$ cat src/rtl/symrate_pkg.sv
package symrate_pkg;
  // Width of the shifted increment (2^mw + M) << E for the largest E.
  function automatic int inc_width(input int mw, input int ew);
    return mw + 1 + (2 ** ew) - 1;
  endfunction

  // Width of the adder result, one bit above the wider operand.
  function automatic int sum_width(input int aw, input int iw);
    return ((aw > iw) ? aw : iw) + 1;
  endfunction
endpackage

$ cat src/rtl/symrate_word.sv
module symrate_word #(
  parameter int MANT_W = 8,
  parameter int EXP_W  = 4
) (
  input  logic              clk_i,
  input  logic              rst_ni,
  input  logic              en_i,
  input  logic              wrap_i,
  input  logic [MANT_W-1:0] mant_i,
  input  logic [EXP_W-1:0]  exp_i,
  output logic [MANT_W-1:0] mant_o,
  output logic [EXP_W-1:0]  exp_o
);
  logic              load;
  logic [MANT_W-1:0] mant_d, mant_q;
  logic [EXP_W-1:0]  exp_d, exp_q;

  // Capture continuously while idle, otherwise only on a wrap.
  always_comb begin
    load   = !en_i || wrap_i;
    mant_d = load ? mant_i : mant_q;
    exp_d  = load ? exp_i  : exp_q;
  end

  always_ff @(posedge clk_i or negedge rst_ni) begin
    if (!rst_ni) begin
      mant_q <= '0;
      exp_q  <= '0;
    end else begin
      mant_q <= mant_d;
      exp_q  <= exp_d;
    end
  end

  assign mant_o = mant_q;
  assign exp_o  = exp_q;
endmodule

$ cat src/rtl/symrate_inc.sv
module symrate_inc #(
  parameter int MANT_W = 8,
  parameter int EXP_W  = 4,
  parameter int INC_W  = symrate_pkg::inc_width(MANT_W, EXP_W)
) (
  input  logic [MANT_W-1:0] mant_i,
  input  logic [EXP_W-1:0]  exp_i,
  output logic [INC_W-1:0]  inc_o
);
  // Hidden leading one gives (2^MANT_W + M), then scale by 2^E.
  assign inc_o = INC_W'({1'b1, mant_i}) << exp_i;
endmodule

$ cat src/rtl/symrate_acc.sv
module symrate_acc #(
  parameter int ACC_W = 28,
  parameter int INC_W = 24,
  parameter int SUM_W = symrate_pkg::sum_width(ACC_W, INC_W)
) (
  input  logic             clk_i,
  input  logic             rst_ni,
  input  logic             en_i,
  input  logic [INC_W-1:0] inc_i,
  output logic             wrap_o,
  output logic [ACC_W-1:0] acc_o,
  output logic             strobe_o
);
  logic [SUM_W-1:0] sum;
  logic [ACC_W-1:0] acc_d, acc_q;
  logic             strobe_d, strobe_q;

  always_comb begin
    sum      = SUM_W'(acc_q) + SUM_W'(inc_i);
    wrap_o   = en_i && (|sum[SUM_W-1:ACC_W]);
    acc_d    = en_i ? sum[ACC_W-1:0] : '0;
    strobe_d = wrap_o;
  end

  always_ff @(posedge clk_i or negedge rst_ni) begin
    if (!rst_ni) begin
      acc_q    <= '0;
      strobe_q <= 1'b0;
    end else begin
      acc_q    <= acc_d;
      strobe_q <= strobe_d;
    end
  end

  assign acc_o    = acc_q;
  assign strobe_o = strobe_q;
endmodule

$ cat src/rtl/symrate_gen.sv
module symrate_gen #(
  parameter int MANT_W = 8,
  parameter int EXP_W  = 4,
  parameter int ACC_W  = 28
) (
  input  logic              clk_i,
  input  logic              rst_ni,
  input  logic              en_i,
  input  logic [MANT_W-1:0] mant_i,
  input  logic [EXP_W-1:0]  exp_i,
  output logic              strobe_o
);
  localparam int INC_W = symrate_pkg::inc_width(MANT_W, EXP_W);

  logic              wrap;
  logic [MANT_W-1:0] cur_mant;
  logic [EXP_W-1:0]  cur_exp;
  logic [INC_W-1:0]  inc;
  logic [ACC_W-1:0]  acc_q;

  symrate_word #(.MANT_W(MANT_W), .EXP_W(EXP_W)) u_word (
    .clk_i (clk_i),
    .rst_ni(rst_ni),
    .en_i  (en_i),
    .wrap_i(wrap),
    .mant_i(mant_i),
    .exp_i (exp_i),
    .mant_o(cur_mant),
    .exp_o (cur_exp)
  );

  symrate_inc #(.MANT_W(MANT_W), .EXP_W(EXP_W), .INC_W(INC_W)) u_inc (
    .mant_i(cur_mant),
    .exp_i (cur_exp),
    .inc_o (inc)
  );

  symrate_acc #(.ACC_W(ACC_W), .INC_W(INC_W)) u_acc (
    .clk_i   (clk_i),
    .rst_ni  (rst_ni),
    .en_i    (en_i),
    .inc_i   (inc),
    .wrap_o  (wrap),
    .acc_o   (acc_q),
    .strobe_o(strobe_o)
  );
endmodule

$ cat config.mk
export PLATFORM = sky130hd
export DESIGN_NAME = symrate_gen
export DESIGN_NICKNAME = d
export VERILOG_FILES = /design/src/rtl/symrate_pkg.sv /design/src/rtl/symrate_word.sv /design/src/rtl/symrate_inc.sv /design/src/rtl/symrate_acc.sv /design/src/rtl/symrate_gen.sv
export SDC_FILE = /design/constraint.sdc
export NUM_CORES = 1
export LEC_CHECK = 0
export BUFFER_PORTS_ARGS = -buffer_cell sky130_fd_sc_hd__buf_2
export CAP_MARGIN = 0
export CORE_MARGIN = 4
export CORE_UTILIZATION = 50
export CTS_BUF_LIST = sky130_fd_sc_hd__clkbuf_4 sky130_fd_sc_hd__clkbuf_8
export CTS_CLUSTER_SIZE = 25
export DETAILED_ROUTE_END_ITERATION = 10
export PLACE_DENSITY = 0.67
export SETUP_SLACK_MARGIN = 0.05
export SLEW_MARGIN = 20
export SYNTH_ARGS = -nofsm -noshare
export SYNTH_HDL_FRONTEND = slang
export SYNTH_SLANG_ARGS = --single-unit
$ cat constraint.sdc
create_clock -name clk_i -period 8.9 [get_ports clk_i]
set_input_delay 1.78 -clock clk_i [delete_from_list [all_inputs] [get_ports clk_i]]
set_output_delay 1.78 -clock clk_i [all_outputs]
set_load 0.05 [all_outputs]
==> flow_summary.toml <==
[drt]
vias_per_cell = 5.822
wl_per_cell_um = 15.76
ant_nets = 0
first_iter_violations = 158
via_count = 2544
routed_wl_um = 6889
drc_errors = 0
drtPass1Iterations = 5

[worst_setup_path]
critPathMaxStageDelay_ps = 590
crit_chain = "mux2_2, o21ai_0, mux2i_1, nor2b_1, ha_1, nand4_1, nor2_1, a211oi_2, o41a_2, o211ai_4, a21o_1, mux2_2"
critPathBufInv = 0
rrSetupSlack_ps = 4590
path_delay_family = "compound AO/OA/AOI/OAI gates"
end_kind = "flip-flop"
crit_top_cell = "mux2_2"
start_kind = "flip-flop"
required_ps = 9090
reg2reg_to = "u_word.mant_o[2]"
path_class = "flip-flop to flip-flop"
cpMaxStageDelayCell = "dfrtp_1"
ff2ff_path_depth = 12
critPathMaxFanout = 12
r2r-start = "u_word.exp_o[1]"
arrival_ps = 4500

[place]
dpl_worst_slack_ps = 4609
io_buffers = 15
globalplace.congestion = 0.8720
placed_area_sq_mm = 0.003219
dp_hpwl_um = 5196
dpl.cell_count = 429

[power]
power_frac_seq_pct = 33.3
p_per_area_mw_per_mm2 = 226.4
p_switching_mw = 0.2957
power.clock.fraction_pct = 21.1
sw_frac_of_total_pct = 39.11
p_int_mw = 0.4604
p_leak_nw = 1.624
pwr-share-comb_pct = 45.6
vdd_drop_max_uv = 119.5
total_power_mw = 0.7561

[grt]
antenna_found_initial = 0
grt_pass1_wl_um = 11600
grt_max_degree = 42
grt_pass1_vias = 2481
grt_remaining_overflow = 0
grtUsageTotal_pct = 19.61

[sta]
finalMaxSlewViolations = 0
worst_pin_slew_ps = 939.9
holdWs_ps = 557.8
worst_slack_ps = 4593
fin_crit_sh_pct = 48.39
relSlewSlack_pct = 37.34
period_needed_ps = 4307
clock.fmax_ghz = 0.2322
finClkSkew_ps = 8.939
rsz0062_at_grt = "false"
finalHoldViolations = 0
setup_violations = 0
fin_tns_setup_ps = 0

[die]
coreArea_sq_mm = 0.005956
dieArea_sq_mm = 0.007530
rows = 28
dieHeight_um = 86.78
start_util_pct = 52.10
ioPinCount = 16
die_w_um = 86.78

[worst_hold_path]
hold_start = "u_word.mant_o[2]"
hp-class = "flip-flop to flip-flop"
holdPathEnd = "u_word.mant_o[2]"
hold_depth = 1

[yosys]
ys_ff_latch = 41
yosysTopAreaCellShare_pct = 33.06
syn_nets = 391
synth_flop_cell = "dfrtp_1"
ys_seq_area_share_pct = 33.06
synth_top_area_cell = "dfrtp_1"
synthArstFlopShare_pct = 100.0
ys_types = 44
syn_area_sq_mm = 0.003103
synthTopCellsByArea = "dfrtp_1, ha_1, nor2_1"
yosysWarnings = 0
syn_inst = 351
synth_most_common_cell = "nor2_1"
synth_commonest_cells = "nor2_1, dfrtp_1, nand2_1"
synth_edf_count = 0
synth_area_per_cell_sq_um = 8.840

[layout]
fin_cells = 437
antennaDiodeCount = 0
final_util_pct = 56.07
fill_cells = 551
design_area_sq_mm = 0.003339
nets = 401
drive_gt1_share_pct = 12.71
syn_to_final_growth_pct = 7.621

[clocking]
root_buffer = "clkbuf_8"
cts.sinks = 41
clock_path_buffers = 2
cts.clk_slew.worst_paths_ps = 90
htreeDepth = 2
cts-buffers-inserted = 5
insertion_delay_ps = 300
cts_tree = "yes"
cts_resized = 0
cts_hold_buf = 0
cts_setup_buffers = 0

[status]
status = "complete, no violations"

[run]
maxCapViolations = 0
## cell families (layout without fill, tap and decap cells)
logic type | count (synthesis) | after routing | share of synthesized area (%)
simple gates | 132 | 132 | 19.52
compound gates | 91 | 91 | 19.60
flops | 41 | 41 | 33.06
fa+ha+maj | 25 | 25 | 10.32
mux | 25 | 25 | 9.879
buf+inv | 19 | 30 | 2.540
xor+xnor | 18 | 18 | 5.081
## how the worst max path moves through the flow
| stage | from | depth (start not counted) | slack (ps) | endpoint |
|---|---|---|---|---|
| floorplan | u_word.exp_o[1] | 15 | 5090 | u_word.exp_o[0] |
| global placement | u_word.exp_o[1] | 12 | 4710 | u_word.mant_o[2] |
| detailed placement | u_word.exp_o[1] | 12 | 4610 | u_word.mant_o[2] |
| CTS | u_word.exp_o[1] | 12 | 4610 | u_word.mant_o[2] |
| global route | u_word.exp_o[1] | 13 | 4270 | u_word.mant_o[2] |
| finish | u_word.exp_o[1] | 12 | 4590 | u_word.mant_o[2] |
## state kept, by name (all words and copies together), names as in the netlist
register / cells
u_acc.strobe_o: 1
u_acc.acc_o: 28
u_word.exp_o: 4
u_word.mant_o: 8
## area by class of cell
type	instances	area (sq um)	share of cell area (%)
clock inverters	2	37.54	1.124
repair buffers	15	75.07	2.248
well taps	75	93.84	2.810
multi-input cells	291	1998	59.84
inverters	7	26.28	0.7868
clock buffers	6	82.58	2.473
flip-flops and latches	41	1026	30.72
## layer usage
layer	vias up	share of wire (%)	GRT usage [%]
li1	1286	-	-
met1	1208	48	26.80
met2	36	48	31.43
met3	14	2.7	3.232
met4	0	2.1	6.799
met5	-	0	0
## power groups by stage
| stage | sequential, mW | clock, mW | combinational [mW] |
|---|---|---|---|
| after CTS | 0.253 | 0.164 | 0.344 |
| after detailed placement | 0.256 | 0 | 0.341 |
| after global placement | 0.255 | 0 | 0.336 |
| after floorplan | 0.243 | 0 | 0.283 |
| after global routing | 0.257 | 0.172 | 0.388 |
| final | 0.252 | 0.159 | 0.345 |
## layout by cell type (no fill, tap or decap), types with 2 or more instances in the layout
cell	instances
nor3b_1	2
mux2_2	5
xor2_1	8
nor2_1	43
nand4_1	4
nor2b_1	8
and2_1	5
xnor2_1	10
ha_1	24
nand3_1	4
o21bai_1	3
and3_1	7
a21bo_2	2
nand2b_1	7
inv_1	7
clkbuf_8	6
o22ai_1	4
a221oi_1	2
o21a_1	3
nand2_1	40
mux2_4	10
a31o_2	3
a31oi_1	4
o21ai_0	20
nor3_1	10
mux2i_1	10
a221o_1	3
a21oi_1	26
a21o_1	11
nand3b_1	2
buf_2	15
dfrtp_1	41
(Power assumes the default switching activity.)
